**src/rtl/spill_pkg.sv**
```systemverilog
package spill_pkg;
    localparam int NUM_READY = 4;
    localparam int IDX_DAQ   = 0;
    localparam int IDX_RF    = 1;
    localparam int IDX_TGT   = 2;
    localparam int IDX_CTRL  = 3;

    typedef enum logic [2:0] {
        SQ_IDLE,
        SQ_ARM,
        SQ_DELAY,
        SQ_FIRE,
        SQ_WINDOW
    } sq_state_t;
endpackage

```
**src/rtl/ready_gate.sv**
```systemverilog
module ready_gate #(
    parameter int N = 4
) (
    input  logic         clk,
    input  logic         rst_n,
    input  logic [N-1:0] ready_in,
    input  logic [N-1:0] bypass,
    output logic         all_ready,
    output logic         bypass_active
);
    logic [N-1:0] forced;

    for (genvar g = 0; g < N; g++) begin : g_force
        assign forced[g] = ready_in[g] | bypass[g];
    end

    assign all_ready     = &forced;
    assign bypass_active = |bypass;

    AST_READY_PASS: assert property (@(posedge clk) disable iff (!rst_n)
        (&ready_in) |-> all_ready);
    AST_WARN_ON_BYPASS: assert property (@(posedge clk) disable iff (!rst_n)
        (bypass != '0) |-> bypass_active);
endmodule

```
**src/rtl/tick_div.sv**
```systemverilog
module tick_div #(
    parameter int TICK_DIV = 100_000_000
) (
    input  logic clk,
    input  logic rst_n,
    output logic tick
);
    localparam int TW = (TICK_DIV > 2) ? $clog2(TICK_DIV) : 1;
    localparam logic [TW-1:0] LAST = TW'(TICK_DIV - 1);

    logic [TW-1:0] cnt;

    always_ff @(posedge clk) begin
        if (!rst_n)           cnt <= '0;
        else if (cnt == LAST) cnt <= '0;
        else                  cnt <= cnt + 1'b1;
    end

    assign tick = (cnt == LAST);

    AST_TICK_SINGLE: assert property (@(posedge clk) disable iff (!rst_n)
        tick |=> !tick);
endmodule

```
**src/rtl/spill_seq.sv**
```systemverilog
module spill_seq
    import spill_pkg::*;
#(
    parameter int CW = 24
) (
    input  logic          clk,
    input  logic          rst_n,
    input  logic          start_edge,
    input  logic          all_ready,
    input  logic          busy,
    input  logic [CW-1:0] delay_len,
    input  logic [CW-1:0] window_len,
    output logic          tgt_trig,
    output logic          rf_trig,
    output logic          sos_trig,
    output logic          win,
    output logic          overlap
);
    sq_state_t     state, state_nx;
    logic [CW-1:0] cnt, cnt_nx;
    logic          ovl_nx;

    always_comb begin
        state_nx = state;
        cnt_nx   = cnt;
        ovl_nx   = overlap;
        unique case (state)
            SQ_IDLE: begin
                if (start_edge && all_ready) begin
                    if (busy) ovl_nx = 1'b1;
                    else      state_nx = SQ_ARM;
                end
            end
            SQ_ARM: begin
                state_nx = SQ_DELAY;
                cnt_nx   = CW'(1);
            end
            SQ_DELAY: begin
                if (cnt >= delay_len) state_nx = SQ_FIRE;
                else                  cnt_nx   = cnt + 1'b1;
            end
            SQ_FIRE: begin
                state_nx = SQ_WINDOW;
                cnt_nx   = CW'(1);
            end
            SQ_WINDOW: begin
                if (cnt >= window_len) state_nx = SQ_IDLE;
                else                   cnt_nx   = cnt + 1'b1;
            end
            default: state_nx = SQ_IDLE;
        endcase
    end

    always_ff @(posedge clk) begin
        if (!rst_n) begin
            state   <= SQ_IDLE;
            cnt     <= '0;
            overlap <= 1'b0;
        end else begin
            state   <= state_nx;
            cnt     <= cnt_nx;
            overlap <= ovl_nx;
        end
    end

    always_comb begin
        tgt_trig = 1'b0;
        rf_trig  = 1'b0;
        sos_trig = 1'b0;
        win      = 1'b0;
        unique case (state)
            SQ_ARM:    begin tgt_trig = 1'b1; rf_trig = 1'b1; end
            SQ_FIRE:   sos_trig = 1'b1;
            SQ_WINDOW: win = 1'b1;
            default: ;
        endcase
    end

    AST_TRIG_ONE_CYCLE: assert property (@(posedge clk) disable iff (!rst_n)
        tgt_trig |=> !tgt_trig);
    AST_SOS_OPENS_WINDOW: assert property (@(posedge clk) disable iff (!rst_n)
        sos_trig |=> win);
    AST_OVERLAP_STICKY: assert property (@(posedge clk) disable iff (!rst_n)
        overlap |=> overlap);
    AST_BUSY_BLOCKS: assert property (@(posedge clk) disable iff (!rst_n)
        (start_edge && busy && !tgt_trig && !sos_trig && !win && state == SQ_IDLE) |=> !tgt_trig);
    AST_NO_RETRIGGER: assert property (@(posedge clk) disable iff (!rst_n)
        win |=> !tgt_trig);
endmodule

```
**src/rtl/spill_sync_gate.sv**
```systemverilog
module spill_sync_gate
    import spill_pkg::*;
#(
    parameter int TICK_DIV = 100_000_000,
    parameter int CW       = 24
) (
    input  logic          clk,
    input  logic          rst_n,
    input  logic          daq_idle,
    input  logic          rf_ready,
    input  logic          target_ready,
    input  logic          ctrl_ready,
    input  logic [3:0]    bypass_mask,
    input  logic          internal_clk_sel,
    input  logic          machine_start,
    input  logic          prev_spill_busy,
    input  logic [CW-1:0] delay_cycles,
    input  logic [CW-1:0] window_cycles,
    output logic          target_trig,
    output logic          rf_trig,
    output logic          sos_trig,
    output logic          particle_window,
    output logic          bypass_warn,
    output logic          overlap_seen
);
    logic [NUM_READY-1:0] ready_vec;
    logic                 all_ready;
    logic                 tick;
    logic                 src, src_q, start_edge;

    always_comb begin
        ready_vec           = '0;
        ready_vec[IDX_DAQ]  = daq_idle;
        ready_vec[IDX_RF]   = rf_ready;
        ready_vec[IDX_TGT]  = target_ready;
        ready_vec[IDX_CTRL] = ctrl_ready;
    end

    ready_gate #(.N(NUM_READY)) u_gate (
        .clk           (clk),
        .rst_n         (rst_n),
        .ready_in      (ready_vec),
        .bypass        (bypass_mask),
        .all_ready     (all_ready),
        .bypass_active (bypass_warn)
    );

    tick_div #(.TICK_DIV(TICK_DIV)) u_tick (
        .clk   (clk),
        .rst_n (rst_n),
        .tick  (tick)
    );

    assign src = internal_clk_sel ? tick : machine_start;

    always_ff @(posedge clk) begin
        if (!rst_n) src_q <= 1'b0;
        else        src_q <= src;
    end

    assign start_edge = src & ~src_q;

    spill_seq #(.CW(CW)) u_seq (
        .clk        (clk),
        .rst_n      (rst_n),
        .start_edge (start_edge),
        .all_ready  (all_ready),
        .busy       (prev_spill_busy),
        .delay_len  (delay_cycles),
        .window_len (window_cycles),
        .tgt_trig   (target_trig),
        .rf_trig    (rf_trig),
        .sos_trig   (sos_trig),
        .win        (particle_window),
        .overlap    (overlap_seen)
    );

    AST_HELD_ONE_EDGE: assert property (@(posedge clk) disable iff (!rst_n)
        (src && src_q) |-> !start_edge);
endmodule

```
**config.mk**
```make
export PLATFORM = sky130hd
export DESIGN_NAME = spill_sync_gate
export DESIGN_NICKNAME = d
export VERILOG_FILES = /design/src/rtl/spill_pkg.sv /design/src/rtl/ready_gate.sv /design/src/rtl/tick_div.sv /design/src/rtl/spill_seq.sv /design/src/rtl/spill_sync_gate.sv
export SDC_FILE = /design/constraint.sdc
export NUM_CORES = 1
export LEC_CHECK = 0
export CAP_MARGIN = 20
export CORE_ASPECT_RATIO = 1.5
export CORE_MARGIN = 4
export CORE_UTILIZATION = 40
export DETAILED_ROUTE_END_ITERATION = 6
export DONT_BUFFER_PORTS = 1
export GPL_TIMING_DRIVEN = 0
export HOLD_SLACK_MARGIN = 0.03
export PLACE_DENSITY = 0.59
export SLEW_MARGIN = 30
export SYNTH_ARGS = -nofsm -noshare
export SYNTH_HDL_FRONTEND = slang
export SYNTH_SLANG_ARGS = --single-unit
```
**constraint.sdc**
```tcl
create_clock -name clk -period 5.94 [get_ports clk]
set_input_delay 1.188 -clock clk [delete_from_list [all_inputs] [get_ports clk]]
set_output_delay 1.188 -clock clk [all_outputs]
set_load 0.005 [all_outputs]
```
==> results of run 1 <==
## stage by stage
stage | worst slack (ps) | power [W] | utilization
6_report | 2470 | 0.000736 | 0.441
5_1_grt | 2260 | 0.000768 | 0.441
4_1_cts | 2410 | 0.000743 | 0.441
3_5_place_dp | 2100 | 0.000442 | 0.424
3_3_place_gp | 2130 | 0.000440 | 0.424
2_1_floorplan | 2610 | 0.000429 | -
## report_power, final
group          total (W)  leakage [nW]  internal (W)  switching [W]
Sequential      0.000381         0.452      0.000378     0.00000296
Clock           0.000304        0.0744      0.000160       0.000144
Combinational  0.0000513          1.20     0.0000194      0.0000319
## how the worst max path moves through the flow
stage | cells after the start | startpoint | endpoint | slack, ps
after global routing | 10 | delay_cycles[22] | u_seq.cnt[3] | 2260
after CTS | 11 | delay_cycles[21] | u_seq.cnt[1] | 2410
after detailed placement | 11 | delay_cycles[21] | u_seq.cnt[1] | 2100
final | 11 | delay_cycles[22] | u_seq.cnt[1] | 2470
after floorplan | 10 | window_cycles[13] | u_seq.cnt[12] | 2610
after global placement | 11 | delay_cycles[23] | u_seq.cnt[1] | 2130
## per-layer routing
| metal | global-route usage | routed length (um) | up-vias |
|---|---|---|---|
| li1 | - | - | 1660 |
| met1 | 0.183 | 3440 | 1492 |
| met2 | 0.313 | 4860 | 59 |
| met3 | 0.0240 | 268 | 20 |
| met4 | 0.0587 | 257 | 0 |
| met5 | 0 | 0 | - |
## layout make-up
cell class | instances | area share
flip-flops and latches | 56 | 0.276
inverters | 53 | 0.0490
well taps | 112 | 0.0345
multi-input cells | 347 | 0.582
clock inverters | 3 | 0.00648
clock buffers | 5 | 0.0308
plain buffers | 15 | 0.0207
## state kept, by name, summed over array words and instances, names as in the netlist
signal	cells
u_seq.cnt	24
u_seq.state	3
src_q	1
u_tick.cnt	27
u_seq.overlap	1
## synth_stat cells, types with 2 or more instances
cell / instances
nand2_1: 44
and3_1: 10
dfxtp_1: 56
inv_1: 53
buf_6: 3
a21oi_1: 38
a21o_1: 2
nor4b_1: 2
o21ai_0: 15
nand4_1: 8
clkbuf_1: 10
xnor2_1: 10
nor2b_1: 5
o21a_1: 5
o22ai_1: 2
and2_1: 2
nor2_1: 48
or3_1: 10
o31ai_1: 11
nor4_1: 2
a211oi_1: 2
nand3_1: 16
ha_1: 50
mux2i_1: 2
and4_1: 4
or4_1: 14
nor3_1: 3
nand2b_1: 2
a31oi_1: 2
xor2_1: 16
## cell families after synthesis
kind of cell | share of synthesized area
buffers and inverters | 0.0751
muxes | 0.00532
adders and majority gates | 0.166
xor gates and xnor gates | 0.0605
and+or+nand+nor | 0.252
AOI/OAI and AO/OA | 0.143
DFF | 0.298
==> results_dict.tcl, run 1 <==
set metrics [dict create \
    cts_made_buffers 5 \
    insertion_delay_ps 290 \
    synth_flop_cell "dfxtp_1" \
    htreeDepth 2 \
    drt_iter0_markers 131 \
    wl_per_cell_um 14.9 \
    final_common_cell "dfxtp_1" \
    drv.max_cap_violation_count 0 \
    port_buffers 0 \
    synthToLayoutAreaGrowth_pct 7.74 \
    p_per_area_mw_per_mm2 182 \
    netlist_area_mm2 0.00376 \
    gp_congestion 0.868 \
    dr.pass1.iters 4 \
    fillers 968 \
    synth_top_area_frac 0.298 \
    path_max_fanout 10 \
    setup_viol 0 \
    initial_core_util 0.409 \
    async_flop_share 0 \
    final_cells 591 \
    yosysWarnings 0 \
    synth_edf_count 0 \
    crit_top_cell "buf_6" \
    post_cts_buffers 0 \
    cp_slowest_stage_delay_ps 620 \
    fin_tns_setup_ps 0 \
    synth_area_leaders "dfxtp_1 30%, ha_1 17%, inv_1 5.3%" \
    syn_area_per_cell_um2 7.99 \
    grt_max_degree 20 \
    cts_tree "built" \
    cp_data_arrival_time_ps 3640 \
    rsz0062_at_grt "false" \
    slew_headroom 0.626 \
    fmax_ghz 0.288 \
    cp-end-kind "register" \
    synthCells 471 \
    ys_seq_elements 56 \
    final_cell_area_mm2 0.00406 \
    grt_pass1_wl_um 14900 \
    ctsResizeCount 0 \
    overflow 0 \
    die_height_um 127 \
    hold-worst-slack_ps 470 \
    cts-root-buf "clkbuf_16" \
    hold_depth 1 \
    clockBufferDepth 2 \
    drcViolationCount 0 \
    layout_min_cycle_time_ps 3470 \
    min_path_type "register to register" \
    antenna_left 0 \
    crit_chain "inv_1, ha_1, nand4_1, or4_1, a31oi_1, o22a_2, buf_6, buf_6, buf_2, mux2i_1, nor2_1" \
    wirelength_um 8820 \
    final_cell_mix "56 x dfxtp_1, 53 x inv_1, 50 x ha_1, 48 x nor2_1, 44 x nand2_1" \
    viasPerCell 5.47 \
    crit_buf_inv 4 \
    regArea_mm2 0.00112 \
    clock-sinks 56 \
    diodes 0 \
    min_to "u_tick.cnt[0]" \
    cts.hold.buffers_added 0 \
    worst_r2r_endpoint "u_seq.cnt[1]" \
    post-route-period-util 0.585 \
    yosysUniqueCellTypes 54 \
    place.detailed.hpwl_um 7090 \
    r2r_start "u_seq.cnt[22]" \
    die_w_um 87.2 \
    antenna_found_initial 0 \
    status "finished clean" \
    holdCritStartpoint "u_tick.cnt[0]" \
    rr_worst_depth 10 \
    grt_pass1_vias 3274 \
    vias 3231 \
    seq_area_frac_synth 0.298 \
    reg2reg_slack_ps 2960 \
    drive_gt1_frac 0.0397 \
    clk_pin_slew_ps 80 \
    path_delay_family "simple AND/OR/NAND/NOR gates" \
    p_leak_nw 1.73 \
    tightest_slew_ps 546 \
    skew_ps 5.26 \
    slowest_stage "or4_1" \
    place_area_mm2 0.00391 \
    hold_viol 0 \
    critPathKind "input pin to register" \
    finalNetCount 589 \
    dieArea_mm2 0.0111 \
    drv_slew 0 \
    synth_nets 582 \
    rows 43 \
    core-area_mm2 0.00920 \
    required_ps 6110 \
    synth_top_area_cell "dfxtp_1" \
    multi_input_area_mm2 0.00236 \
    placed_cells 583 \
    track_usage 0.166 \
    ios 67 \
    critPathLaunchType "input pin" \
    ir_drop_uv 130 \
]
No activity file was read; power rests on OpenSTA's default activity.
==> inputs of run 2 (changes only) <==
Settings changed: PLACE_DENSITY 0.59 to 0.61.
Clock period 5.94 ns to 2.9 ns, I/O delays scaled along.
==> results_dict.tcl, run 2 (synthesized netlist as in run 1, its figures left out) <==
set metrics [dict create \
    clock-sinks 56 \
    intPower_w 0.00131 \
    hold-worst-slack_ps 467 \
    cts-root-buf "clkbuf_16" \
    rsz0062_at_grt "false" \
    status "finished clean" \
    track_usage 0.165 \
    p_leak_nw 1.75 \
    regArea_mm2 0.00112 \
    required_ps 3060 \
    core-area_mm2 0.00920 \
    final_cell_mix "55 x dfxtp_1, 53 x inv_1, 50 x ha_1, 48 x nor2_1, 44 x nand2_1" \
    critPathKind "register to register" \
    dr.pass1.iters 4 \
    initial_core_util 0.409 \
    utilization 0.449 \
    drv_slew 0 \
    multi_input_area_mm2 0.00239 \
    pwr-share-comb 0.065 \
    diodes 0 \
    reg2reg_slack_ps 170 \
    clockBufferDepth 2 \
    insertion_delay_ps 290 \
    vias 3252 \
    tightest_slew_ps 589 \
    largest_reg_flops 27 \
    route.met3.wl_um 305 \
    rows 43 \
    synthToLayoutAreaGrowth_pct 9.67 \
    setup_viol 0 \
    grt_pass1_vias 3235 \
    hold_viol 0 \
    min_path_type "register to register" \
    cts.hold.buffers_added 0 \
    skew_ps 4.92 \
    die_w_um 87.2 \
    antenna_found_initial 0 \
    post-route-period-util 0.942 \
    top_regs "u_tick.cnt: 27 flops, u_seq.cnt: 24 flops, u_seq.state: 3 flops" \
    met2_length_um 5120 \
    drt_iter0_markers 91 \
    cp-end-kind "register" \
    dieArea_mm2 0.0111 \
    place.detailed.hpwl_um 6970 \
    final_common_cell "dfxtp_1" \
    swShare 0.206 \
    drcViolationCount 0 \
    top_register "u_tick.cnt" \
    wl_per_cell_um 15.1 \
    post_cts_buffers 0 \
    antenna_left 0 \
    grt_pass1_wl_um 14800 \
    cp_data_arrival_time_ps 2890 \
    met1_length_um 3410 \
    gp_congestion 0.840 \
    htreeDepth 2 \
    slew_headroom 0.604 \
    layout_min_cycle_time_ps 2730 \
    finalWorstSetupSlack_ps 169 \
    p_per_area_mw_per_mm2 398 \
    p_clk_frac 0.460 \
    drv.max_cap_violation_count 0 \
    seqPwrFrac 0.475 \
    drive_gt1_frac 0.0502 \
    ir_drop_uv 252 \
    dp_slack_ps -329 \
    fillers 922 \
    p_switching_w 0.000339 \
    critPathLaunchType "register" \
    cts_made_buffers 5 \
    viasPerCell 5.51 \
    wirelength_um 8880 \
    finalNetCount 589 \
    clk_pin_slew_ps 70 \
    port_buffers 0 \
    p_total_w 0.00164 \
    path_max_fanout 10 \
    die_height_um 127 \
    overflow 0 \
    cts_tree "built" \
    dr.max_layer_used "met4" \
    fin_tns_setup_ps 0 \
    fmax_ghz 0.366 \
    ios 67 \
    grt_max_degree 17 \
]
-- run 2: power groups by stage --
stage	Sequential (W)	Clock, W	Combinational, W
after floorplan	0.000797	0	0.0000812
after global placement	0.000798	0	0.000102
after detailed placement	0.000798	0	0.000106
after CTS	0.000781	0.000775	0.000108
after global routing	0.000782	0.000808	0.000128
final	0.000781	0.000756	0.000107
-- run 2: layer usage --
metal | vias to the layer above | global-route usage
li1 | 1655 | -
met1 | 1534 | 0.180
met2 | 59 | 0.324
met3 | 4 | 0.0279
met4 | 0 | 0.0334
met5 | - | 0
-- run 2: worst paths after layout --
kind / from / to / depth (start not counted)
max: u_seq.cnt[23] / u_seq.cnt[1] / 11
min: u_tick.cnt[0] / u_tick.cnt[0] / 1
max reg2reg: u_seq.cnt[23] / u_seq.cnt[1] / 11
min reg2reg: u_tick.cnt[0] / u_tick.cnt[0] / 1
-- run 2: layout make-up --
type,count,area share
tap,112,0.0339
clock inverter,2,0.0145
multi-input combinational,347,0.580
inverter,53,0.0482
buffer,15,0.0212
clock buffer,5,0.0303
sequential,56,0.272
-- run 2: through the flow --
| stage | area, um^2 | cells |
|---|---|---|
| detailed placement | 3910 | 583 |
| CTS | 4100 | 590 |
| global placement | 3910 | 583 |
| finish | 4130 | 590 |
| global route | 4130 | 590 |
| floorplan | 3760 | 471 |
-- run 2: what timing repair did --
| item | 4_1_cts | 5_1_grt |
|---|---|---|
| gates resized for setup | 2 | 9 |
| cloned | 0 | 0 |
| endpoints found under the hold margin | 0 | 0 |
| setup endpoints to repair | 19 | 23 |
| pin swaps | 0 | 2 |
-- run 2: critical path, cell delays in order (launching register included) --
cell	delay, ps
dfxtp_1	360
ha_1	310
nand2_1	100
nor4_2	320
and4_2	300
o31a_1	240
o22a_2	210
buf_6	140
buf_6	150
clkbuf_4	210
mux2i_1	200
nor2_1	50
